## src/rtl/tc_derand_pkg.sv

```systemverilog
package tc_derand_pkg;

    // information bits per codeblock
    localparam int unsigned BLK_BITS  = 56;
    // pattern generator geometry
    localparam int unsigned GEN_W     = 8;
    localparam logic [7:0]  GEN_TAPS  = 8'h5F;
    localparam int unsigned CNT_W     = $clog2(BLK_BITS);

    typedef enum logic {
        ST_HUNT = 1'b0,
        ST_RUN  = 1'b1
    } tc_state_e;

endpackage

```

## src/rtl/tc_derand_gen.sv

```systemverilog
module tc_derand_gen #(
    parameter int unsigned W    = 8,
    parameter logic [W-1:0] TAPS = 8'h5F
) (
    input  logic         clk,
    input  logic         rst_n,
    input  logic         load,
    input  logic         step,
    output logic         pat_bit,
    output logic [W-1:0] gen_state
);

    localparam logic [W-1:0] SEED = '1;

    logic [W-1:0] state_q;
    logic [W-1:0] state_nx;
    logic         fb;

    always_comb begin
        fb       = ^(state_q & TAPS);
        state_nx = {fb, state_q[W-1:1]};
    end

    always_ff @(posedge clk or negedge rst_n) begin
        if (!rst_n) begin
            state_q <= SEED;
        end else if (load) begin
            state_q <= SEED;
        end else if (step) begin
            state_q <= state_nx;
        end
    end

    assign pat_bit   = state_q[0];
    assign gen_state = state_q;

    // one step per accepted bit, shift right with feedback into MSB
    a_r4_gen_step: assert property (@(posedge clk) disable iff (!rst_n)
        (step && !load) |=> (state_q[W-2:0] == $past(state_q[W-1:1])));

    // the state never locks up at zero
    a_r4_no_zero: assert property (@(posedge clk) disable iff (!rst_n)
        state_q != '0);

endmodule

```

## src/rtl/tc_derand_deser.sv

```systemverilog
module tc_derand_deser #(
    parameter int unsigned N = 56
) (
    input  logic         clk,
    input  logic         rst_n,
    input  logic         clr,
    input  logic         shift,
    input  logic         din,
    output logic         blk_vld,
    output logic [N-1:0] blk_data
);

    localparam int unsigned CW   = $clog2(N);
    localparam logic [CW-1:0] LAST = CW'(N - 1);

    logic [CW-1:0] cnt_q;
    logic [N-2:0]  shreg_q;
    logic          done;

    assign done = shift && (cnt_q == LAST);

    // bit counter within the current codeblock
    always_ff @(posedge clk or negedge rst_n) begin
        if (!rst_n) begin
            cnt_q <= '0;
        end else if (clr) begin
            cnt_q <= '0;
        end else if (shift) begin
            if (cnt_q == LAST) begin
                cnt_q <= '0;
            end else begin
                cnt_q <= cnt_q + 1'b1;
            end
        end
    end

    // serial to parallel, first bit ends up in the MSB
    always_ff @(posedge clk or negedge rst_n) begin
        if (!rst_n) begin
            shreg_q <= '0;
        end else if (shift) begin
            shreg_q <= {shreg_q[N-3:0], din};
        end
    end

    always_ff @(posedge clk or negedge rst_n) begin
        if (!rst_n) begin
            blk_vld  <= 1'b0;
            blk_data <= '0;
        end else begin
            blk_vld <= done;
            if (done) begin
                blk_data <= {shreg_q, din};
            end
        end
    end

    // counter stays inside one codeblock
    a_r7_cnt_bound: assert property (@(posedge clk) disable iff (!rst_n)
        cnt_q <= LAST);

    // output word held between completions
    a_r7_data_hold: assert property (@(posedge clk) disable iff (!rst_n)
        !blk_vld |-> $stable(blk_data));

endmodule

```

## src/rtl/tc_derand_ctrl.sv

```systemverilog
module tc_derand_ctrl
    import tc_derand_pkg::*;
(
    input  logic      clk,
    input  logic      rst_n,
    input  logic      sos_det,
    input  logic      dec_fail,
    input  logic      chan_lost,
    input  logic      bit_vld,
    output tc_state_e state,
    output logic      gen_load,
    output logic      accept,
    output logic      blk_clr
);

    tc_state_e state_q;
    tc_state_e state_nx;
    logic      abort;

    assign abort = dec_fail || chan_lost;

    // next-state decision
    always_comb begin
        state_nx = state_q;
        unique case (state_q)
            ST_HUNT: begin
                if (abort) begin
                    state_nx = ST_HUNT;       // T_STAY, abort wins
                end else if (sos_det) begin
                    state_nx = ST_RUN;        // T_START
                end
            end
            ST_RUN: begin
                if (abort) begin
                    state_nx = ST_HUNT;       // T_ABORT
                end else if (sos_det) begin
                    state_nx = ST_RUN;        // T_RESTART
                end
            end
            default: state_nx = ST_HUNT;
        endcase
    end

    always_ff @(posedge clk or negedge rst_n) begin
        if (!rst_n) begin
            state_q <= ST_HUNT;
        end else begin
            state_q <= state_nx;
        end
    end

    // control outputs
    always_comb begin
        gen_load = 1'b0;
        accept   = 1'b0;
        blk_clr  = 1'b0;
        unique case (state_q)
            ST_HUNT: begin
                gen_load = abort || sos_det;
                blk_clr  = abort || sos_det;
            end
            ST_RUN: begin
                if (abort || sos_det) begin
                    gen_load = 1'b1;
                    blk_clr  = 1'b1;
                end else begin
                    accept = bit_vld;
                end
            end
            default: begin
                gen_load = 1'b1;
                blk_clr  = 1'b1;
            end
        endcase
    end

    assign state = state_q;

    // any abort lands in hunting
    a_r9_abort_hunt: assert property (@(posedge clk) disable iff (!rst_n)
        abort |=> (state_q == ST_HUNT));

    // abort beats start in the same cycle
    a_r11_abort_priority: assert property (@(posedge clk) disable iff (!rst_n)
        (abort && sos_det) |=> (state_q == ST_HUNT));

endmodule

```

## src/rtl/tc_derand.sv

```systemverilog
module tc_derand
    import tc_derand_pkg::*;
(
    input  logic                clk,
    input  logic                rst_n,
    input  logic                derand_en,
    input  logic                sos_det,
    input  logic                dec_fail,
    input  logic                chan_lost,
    input  logic                bit_vld,
    input  logic                bit_in,
    output logic                blk_vld,
    output logic [BLK_BITS-1:0] blk_data
);

    tc_state_e           state;
    logic                gen_load;
    logic                accept;
    logic                blk_clr;
    logic                pat_bit;
    logic [GEN_W-1:0]    gen_state;
    logic                plain_bit;

    tc_derand_ctrl u_ctrl (
        .clk       (clk),
        .rst_n     (rst_n),
        .sos_det   (sos_det),
        .dec_fail  (dec_fail),
        .chan_lost (chan_lost),
        .bit_vld   (bit_vld),
        .state     (state),
        .gen_load  (gen_load),
        .accept    (accept),
        .blk_clr   (blk_clr)
    );

    tc_derand_gen #(
        .W    (GEN_W),
        .TAPS (GEN_TAPS)
    ) u_gen (
        .clk       (clk),
        .rst_n     (rst_n),
        .load      (gen_load),
        .step      (accept),
        .pat_bit   (pat_bit),
        .gen_state (gen_state)
    );

    assign plain_bit = bit_in ^ (derand_en & pat_bit);

    tc_derand_deser #(
        .N (BLK_BITS)
    ) u_deser (
        .clk      (clk),
        .rst_n    (rst_n),
        .clr      (blk_clr),
        .shift    (accept),
        .din      (plain_bit),
        .blk_vld  (blk_vld),
        .blk_data (blk_data)
    );

    // generator rests at all-ones while hunting
    a_r2_hunt_all_ones: assert property (@(posedge clk) disable iff (!rst_n)
        (state == ST_HUNT) |-> (gen_state == '1));

    // a clean start reloads the generator and enters the run state
    a_r3_start_load: assert property (@(posedge clk) disable iff (!rst_n)
        (sos_det && !dec_fail && !chan_lost) |=> ((state == ST_RUN) && (gen_state == '1)));

    // completion strobe lasts one cycle
    a_r7_single_pulse: assert property (@(posedge clk) disable iff (!rst_n)
        blk_vld |=> !blk_vld);

    // blocks only come out of a running frame
    a_r2_vld_from_run: assert property (@(posedge clk) disable iff (!rst_n)
        blk_vld |-> ($past(state) == ST_RUN));

    // no block completes right after an abort
    a_r9_no_vld_after_abort: assert property (@(posedge clk) disable iff (!rst_n)
        (dec_fail || chan_lost) |=> !blk_vld);

endmodule

```

## config.mk

```make
export PLATFORM = sky130hd
export DESIGN_NAME = tc_derand
export DESIGN_NICKNAME = d
export VERILOG_FILES = /design/src/rtl/tc_derand_pkg.sv /design/src/rtl/tc_derand_gen.sv /design/src/rtl/tc_derand_deser.sv /design/src/rtl/tc_derand_ctrl.sv /design/src/rtl/tc_derand.sv
export SDC_FILE = /design/constraint.sdc
export NUM_CORES = 1
export LEC_CHECK = 0
export ABC_AREA = 1
export BUFFER_PORTS_ARGS = -buffer_cell sky130_fd_sc_hd__buf_2
export CORE_MARGIN = 3
export CORE_UTILIZATION = 50
export DETAILED_ROUTE_END_ITERATION = 6
export PLACE_DENSITY = 0.74
export SLEW_MARGIN = 20
export SYNTH_ARGS = -nofsm -noshare
export SYNTH_HDL_FRONTEND = slang
export SYNTH_SLANG_ARGS = --single-unit
```

## constraint.sdc

```tcl
create_clock -name clk -period 1.99 [get_ports clk]
set_input_delay 0.398 -clock clk [delete_from_list [all_inputs] [get_ports clk]]
set_output_delay 0.398 -clock clk [all_outputs]
set_load 0.05 [all_outputs]
```

# Word-level counts from Yosys, hierarchy flattened
# Cells that the tools add are included.
# op_classes
muxes,13
addsub,1
bitwise_logic,3
eq_ne,1
n_reduce_logical,5
# ops
cell,n
$mux W6,3
$mux W8,2
$reduce_xor A8 Y1,1
$add A6 B1 Y6 const B,1
$eq A6 B6 Y1 const B,1
$mux W1,6
$pmux W1 S2,2
$logic_or A1 B1 Y1,2
$reduce_bool A2 Y1,1
$and A1 B1 Y1,1
$logic_and A1 B1 Y1,1
$not A1 Y1,1
$xor A1 B1 Y1,1
# totals
regBits,127
out_inout_bits,57
word_cells,29

# Longest topological paths before layout
# Gate-level depths: netlist of run 1.
# depth
word_depth,6
mapped_depth,9

# Modules after synthesis
# A second synthesis of run 1 with hierarchy kept.
# unflattened
cells_unflattened,528
hier_area_um2,4988.5
# by_module_without_submodules
module,seq_area_each_um2,area_per_inst_um2,instances,cells_per_inst
tc_derand_deser,2952.8,4466.8,1,459
tc_derand_gen,210.2,432.9,1,55
tc_derand_ctrl,25.0,68.8,1,9
tc_derand,0.0,20.0,1,5

# Worst setup path before layout of run 1
# No wires, ideal clock.
# synth_timing
kind,flip-flop to flip-flop
from,reg u_deser.cnt_q[0]
to,reg u_deser.blk_data[28]
arrival_time_ns,1.255
period_less_slack_ns,1.385
slack_ns,0.605
stages_incl_launch_ff,9
n_path_buf,2
cell_sequence,dfrtp_1 ha_1 nand2_1 nor2_2 nand2_2 buf_6 buf_6 nand2_1 o21ai_1
# synth_between
elab_chain_len,2
# synth_rtl
item,line,text
start: declaration,tc_derand_deser.sv:16,logic [CW-1:0] cnt_q;
start signal: assignment,tc_derand_deser.sv:32,cnt_q <= cnt_q + 1'b1;
$eq A6 B6 Y1,tc_derand_deser.sv:20,assign done = shift && (cnt_q == LAST);
$logic_and A1 B1 Y1,tc_derand_deser.sv:20,
end signal: assignment,tc_derand_deser.sv:53,"blk_data <= {shreg_q, din};"
end: declaration,tc_derand_deser.sv:10,output logic [N-1:0] blk_data
# No other way between the ends.
# A chain may end at the register's enable or synchronous reset.

# Final worst setup path of run 1
# layout_timing
from,reg u_deser.cnt_q[0]
to,reg u_deser.blk_data[39]
# Same word-level chain as after synthesis.

==> impl_results.md, run 1 <==
* Clock Path Buffers at 2
* Layout cell share with drive strength beyond 1 at 26.7%
* Clk_lat worst skew at 0.51 ns
* Most common cell after layout, fill and taps aside: nand2_1
* Residual DRC at 0
* I/O Pins at 65
* Mean routed wirelength per cell at 13.5 microns
* Power per cell area at 1130 nW/um^2
* Fmax at 620 MHz
* Die width at 107 microns
* Total grt overflow at 0
* Initial antenna violation count at 0
* Final net count at 592
* Status: complete, no violations
* Setup repair after global routing missed its margin: false
* Skew final at 0.0123 ns
* Setup bufs post-CTS at 0
* Num rows at 36
* Reg2Reg Depth at 7
* Pleak at 3.25 nW
* Fin area at 6250 sq um
* Detailed-router iteration count before antenna repair at 4
* Diodes inserted at 0
* Vert. Die Dim at 107 microns
* Min-Delay Path Depth at 4
* GP Congestion at 0.777
* Initial DRC Count at 203
* Synth unique cells at 25
* Post-DP Area at 5530 sq um
* CTS tree: yes
* Avg Cell Area, Syn at 9.91 sq um
* Arr. time, crit path at 2.01 ns
* Vias in the first global route at 3604
* Largest net degree at the start of global routing at 59
* Count of input and output buffers at 64
* Critical Path RT at 2.38 ns
* Core outline area at 9820 sq um
* Min cycle time layout at 1.61 ns
* Commonest non-fill, non-tap cells in the layout: nand2_1, dfrtp_1, inv_1, buf_2, o21ai_0
* Routed WL at 9.81 mm
* Root Buffer: clkbuf_8
* Slew Viols, Final at 0
* Number of synthesis warnings at 0
* Fin Setup TNS at 0 ns
* Post-synthesis cell area at 5080 sq um
* Vias/cell at 4.82
* Worst setup EP type: flop
* Post-CTS Hold Buffers at 1
* Final period util at 81.1%
* Crit start category: flop
* GRT Resource Usage Total at 19.0%
* Detail Route Antenna Nets at 0
* Placed Cells incl. Taps at 696
* Crit Path Class: flop to flop
* Post-Syn Nets at 522
* CTS Buf Count at 17
* Peak VDD IR at 658 uV
* Slew HR at 70.2%
* HP Class: input port to flop
* P&R area growth vs syn at 22.9%
* CTS H-tree depth at 4
* HPWL after DPL at 6.16 mm
* Seq/Total Area, Yosys at 62.7%
* Synthesis-stage register bit count at 127
* Post-CTS Resized at 0
* Fin. Hold Viols at 0
* First-pass GRT wire length at 16.8 mm
* Syn Inst Count at 513
* Die area at 11400 sq um
* Layout Cells excl Fill at 729
* Clk slew on worst S/H paths at 0.06 ns
* Endpoints failing setup at 0
* Vias at 3513
* Clock Sinks at 127
* Crit Path Max Fanout at 46
* Initial Utilization at 51.8%
* Tightest Pin Transition at 0.447 ns
* Max-cap violations at 0
[metal layers]
layer | track usage, % | routed length, microns | vias up
met4 | 6.30 | 36 | 0
met3 | 5.36 | 469 | 2
met5 | 0 | 0 | -
met1 | 24.5 | 4350 | 1684
li1 | - | - | 1746
met2 | 31.1 | 4960 | 81
[path summary, 6_finish.rpt]
| check | start | endpoint | slack [ns] |
|---|---|---|---|
| setup / recovery | u_deser.cnt_q[0]$_DFFE_PN0P_ | u_deser.blk_data[39]$_DFFE_PN0P_ | 0.38 |
| hold / removal | dec_fail | u_ctrl.state$_DFF_PN0_ | 0.11 |
| setup reg to reg | u_deser.cnt_q[0]$_DFFE_PN0P_ | u_deser.blk_data[39]$_DFFE_PN0P_ | 0.38 |
| hold reg to reg | u_deser.blk_data[32]$_DFFE_PN0P_ | u_deser.blk_data[32]$_DFFE_PN0P_ | 0.48 |
| max in group asynchronous | rst_n | u_deser.shreg_q[35]$_DFFE_PN0P_ | 0.91 |
| min in group asynchronous | rst_n | u_deser.shreg_q[33]$_DFFE_PN0P_ | 0.39 |
[state kept, by name, indices dropped and copies added, names as in the netlist]
register,cells
u_deser.shreg_q,55
u_deser.blk_vld,1
u_deser.blk_data,56
u_deser.cnt_q,6
u_gen.gen_state,8
u_ctrl.state,1
[logic make-up (layout without fill, tap and decap cells)]
kind of cell	Yosys count	count (layout)	share of synthesized area (%)
and+or+nand+nor	159	159	12.8
DFF	127	127	62.7
AOI/OAI and AO/OA	126	126	14.6
buffers and inverters	97	180	9.15
xor gates and xnor gates	3	3	0.517
adders and majority gates	1	1	0.246
[cells in the mapped netlist]
cell	count	area, sq um
nand2_1	125	469
dfrtp_1	119	2980
inv_1	70	263
o21ai_0	45	225
o21ai_1	42	210
o21ai_2	26	228
nand2_2	12	75.1
nor2_1	12	45.0
buf_6	9	101
a21oi_1	8	40.0
dfstp_2	8	210
buf_4	7	52.6
buf_2	6	30.0
nand3_1	5	25.0
a22oi_1	3	22.5
clkbuf_1	3	11.3
nor2_2	3	18.8
inv_2	2	7.51
xor2_1	2	17.5
a22o_1	1	8.76
ha_1	1	12.5
nor2_4	1	11.3
nor3_1	1	5.00
o22a_1	1	8.76
xnor2_1	1	8.76
[area by class of cell]
type / instances / area [sq um]
clock inverter: 14 / 284
fill: 808 / 3570
sequential: 127 / 3190
inverter: 72 / 270
clock buffer: 18 / 428
multi-input combinational: 289 / 1440
timing repair buffer: 76 / 478
tap: 133 / 166
[critical path: stages, from the launching register on]
cell and delay, ns:
dfrtp_1 0.40, ha_1 0.18, nand2_1 0.09, nor2_2 0.22
nand2_4 0.19, buf_12 0.22, nand2_1 0.09, o21ai_1 0.06
[report_power, final]
part | switching [mW] | internal, mW
clock | 1.13 | 2.58
sequential | 0.139 | 2.83
combinational | 0.278 | 0.122
[metrics by stage]
step	setup WS (ns)	power, mW	utilization (%)	hold slack, ns
floorplan	0.605	3.24	-	0.102
global placement	0.415	3.38	56.3	0.379
detailed placement	0.383	3.41	56.3	0.381
CTS	0.378	7.16	63.7	0.0909
global route	0.240	7.38	63.7	0.115
finish	0.376	7.08	63.7	0.114
No activity file was read; power rests on OpenSTA's default activity.
==> run 2: changes to the inputs <==
Settings changed: ABC_AREA 1 to 0, PLACE_DENSITY 0.74 to 0.77.
Clock period 1.99 ns to 1.36 ns, I/O delays scaled along.
==> impl_results.md, run 2 <==
* Status: complete, but fails checks
* Most common library cells after synthesis: dfrtp_1, mux2_2, nand2_1
* P&R area growth vs syn at 47.6%
* Max-cap violations at 0 (unchanged)
* EDFF count, synth at 0 (unchanged)
* Crit Path Max Fanout at 16 (-65%)
* Seq/Total Area, Yosys at 64.9% (+2.2 points)
* Tightest Pin Transition at 0.337 ns (-0.110 ns)
* CP startpoint: u_deser.cnt_q[0]$_DFFE_PN0P_
* Final design utilization at 77.1% (+13 points)
* Avg Cell Area, Syn at 15.4 sq um (+55%)
* Hold_ws at 0.0185 ns (-0.0958 ns)
* Largest family of logic cells by synthesized area: multiplexers
* Total grt overflow at 0 (unchanged)
* Min cycle time layout at 1.96 ns (+0.349 ns)
* Most common cell after layout, fill and taps aside: dfrtp_1
* Crit-path cells: ha_2, nand4_1, nor4_4, buf_6, clkbuf_16, mux2_2
* Vias/cell at 5.22 (+8.4%)
* Worst R2R Start: u_deser.cnt_q[0]$_DFFE_PN0P_
* Post-synth top area cell: dfrtp_1
* Min-delay src: dec_fail
* Die width at 105 microns (-1.6%)
* Reg2reg end: u_deser.blk_data[3]$_DFFE_PN0P_
* Slew Viols, Final at 0 (unchanged)
* Count of input and output buffers at 64 (unchanged)
* Residual DRC at 0 (unchanged)
* Root Buffer: clkbuf_8
* Clk_lat worst skew at 0.51 ns (about the same)
* Synth Area in Compound Gates at 1.48% (-13 points)
* Vert. Die Dim at 105 microns (-1.6%)
* Fin Setup TNS at -36.69 ns (-36.69 ns)
* FFs w/ async S/R, synth at 100% (unchanged)
* Reg2Reg Depth at 6 (-1)
* Vias at 3072 (-13%)
* I/O Pins at 65 (unchanged)
* Routed WL at 11.7 mm (+20%)
* Clock Path Buffers at 2 (unchanged)
* Post-Synth Adder-Cell Area at 0.255% (+0.0085 points)
* Final net count at 455 (-23%)
* Mux contribution to synthesized area at 25.0% (+25 points)
* Initial antenna violation count at 0 (unchanged)
* Commonest non-fill, non-tap cells in the layout: dfrtp_1, mux2_4, buf_6, buf_4, nand2_1
* Slew HR at 77.5% (+7.3 points)
* Synth unique cells at 28 (+12%)
* Final period util at 144% (+63 points)
* End of the critical path: u_deser.blk_data[3]$_DFFE_PN0P_
* Post-synthesis cell area at 4910 sq um (-3.3%)
* Post-Place Setup Slack at -0.586 ns (-0.969 ns)
* Syn Inst Count at 320 (-38%)
* Die area at 11100 sq um (-3.2%)
* Largest cells by area after synthesis: dfrtp_1, mux2_2, mux2_1
* Worst path slowest cell: dfrtp_1
* CTS tree: yes
* Initial Utilization at 52.2% (+0.42 points)
* Number of synthesis warnings at 0 (unchanged)
* Worst setup EP type: flop
* Area fraction of the dominant cell type after synthesis at 60.6% (+2.0 points)
* Endpoints failing setup at 114 (+114)
* GRT Resource Usage Total at 20.3% (+1.4 points)
* Biggest register: u_deser.blk_data
* Post-Syn Nets at 329 (-37%)
* Ys flop type: dfrtp_1
* Layout Cells excl Fill at 588 (-19%)
* Fmax at 510 MHz (-18%)
* CTS Buf Count at 17 (unchanged)
* Skew final at 0.0164 ns (+0.00409 ns)
* Synth Area in XOR/XNOR at 1.35% (+0.83 points)
* Peak VDD IR at 1590 uV (+140%)
* Diodes inserted at 0 (unchanged)
* Clock Sinks at 127 (unchanged)
* Post-Synth Simple-Gate Area at 4.91% (-7.9 points)
* First-pass GRT wire length at 17.3 mm (+3.0%)
* Setup WS post-layout at -0.602 ns (-0.979 ns)
* Power per cell area at 1120 nW/um^2 (-1.1%)
* Detail Route Antenna Nets at 0 (unchanged)
* CP max stage delay at 0.38 ns (-0.02 ns)
* Num rows at 35 (-2.8%)
* Detailed-router iteration count before antenna repair at 4 (unchanged)
* Max reg flops at 56 (unchanged)
* Violated checks: negative setup slack
* Placed Cells incl. Taps at 530 (-24%)
* Mean routed wirelength per cell at 20.0 microns (+48%)
* Crit Path Class: flop to flop
* Synthesis-stage register bit count at 127 (unchanged)
* Largest net degree at the start of global routing at 42 (-29%)
* Clk slew on worst S/H paths at 0.06 ns (about the same)
* Count leader, synth: dfrtp_1
* Critical Path RT at 1.74 ns (-0.64 ns)
* Core outline area at 9420 sq um (-4.1%)
* HP Class: input port to flop
* HPWL after DPL at 5.90 mm (-4.2%)
* Fin. Hold Viols at 0 (unchanged)
* GP Congestion at 0.799 (+2.8%)
* Setup repair after global routing missed its margin: true
* R2R setup slack at -0.60 ns (-0.98 ns)
* Arr. time, crit path at 2.34 ns (+0.33 ns)
* Crit start category: flop
* CTS H-tree depth at 4 (unchanged)
* Layout cell share with drive strength beyond 1 at 59.3% (+33 points)
* Pleak at 3.57 nW (+9.7%)
* Initial DRC Count at 211 (+3.9%)
* Vias in the first global route at 3287 (-8.8%)
==> run 2: changes by cell type in the layout (fill, tap and decap cells not counted), sizes merged, moves of 7 or more <==
cell	delta
nand2	-114
bufinv	-7
buf	+44
nor2	-8
inv	-73
o21ai	-109
mux2	+109
==> run 2: power by group <==
group	internal (mW)	total (mW)	leakage (nW)	switching, mW
Clock	2.51	4.10	0.261	1.59
Combinational	0.0833	0.212	1.56	0.128
Sequential	3.80	3.81	1.75	0.0173
Total	6.39	8.13	3.57	1.74
==> run 2: critical path, delay by kind of cell (launching register included) <==
| kind | cells | cell delay (ns) |
|---|---|---|
| mux | 1 | 0.34 |
| simple gates | 2 | 0.51 |
| fa+ha+maj | 1 | 0.19 |
| buf+inv | 2 | 0.40 |
| flops | 1 | 0.38 |
==> run 2: stage by stage <==
stage	total power [mW]	instance area, sq um
CTS	8.14	7040
global route	8.42	7260
finish	8.13	7260
detailed placement	4.06	5870
floorplan	3.93	5190
global placement	4.06	5870
==> run 2: final cells by class <==
| cell class | instances | area [sq um] |
|---|---|---|
| Fill cell | 512 | 2160 |
| Timing Repair Buffer | 122 | 1380 |
| Tap cell | 129 | 161 |
| Clock buffer | 22 | 453 |
| Multi-Input combinational cell | 178 | 1990 |
| Clock inverter | 10 | 86.3 |
| Sequential cell | 127 | 3190 |
==> run 2: layer usage <==
layer,wire length (microns),global-route usage [%],share of wire (%)
met1,4810,25.7,41
met2,6310,33.5,54
met3,462,6.18,3.9
met4,161,7.03,1.4
met5,0,0,0
==> run 2: repair_timing <==
action                     in CTS  in global routing
setup endpoints to repair     168                171
resized for setup             123                 52
pin swaps                       2                  7
cloned                          4                  2
hold buffers                    1                  0
hold endpoints to repair      119                  0
buffers inserted               12                 14
==> run 2: how the worst min path moves through the flow <==
stage / end / slack (ns) / depth (start not counted)
CTS: u_ctrl.state$_DFF_PN0_ / 0.004 / 3
floorplan: u_ctrl.state$_DFF_PN0_ / -0.02 / 0
global route: u_ctrl.state$_DFF_PN0_ / 0.0007 / 3
finish: u_ctrl.state$_DFF_PN0_ / 0.02 / 3
detailed placement: u_deser.shreg_q[13]$_DFFE_PN0P_ / 0.18 / 1
global placement: u_deser.shreg_q[12]$_DFFE_PN0P_ / 0.18 / 1
==> run 2: cell families (layout without fill, tap and decap cells) <==
| family | after synthesis | count (layout) |
|---|---|---|
| simple gates | 49 | 49 |
| fa+ha+maj | 1 | 1 |
| xor+xnor | 6 | 6 |
| flops | 127 | 127 |
| compound gates | 13 | 13 |
| buf+inv | 15 | 154 |
| mux | 109 | 109 |
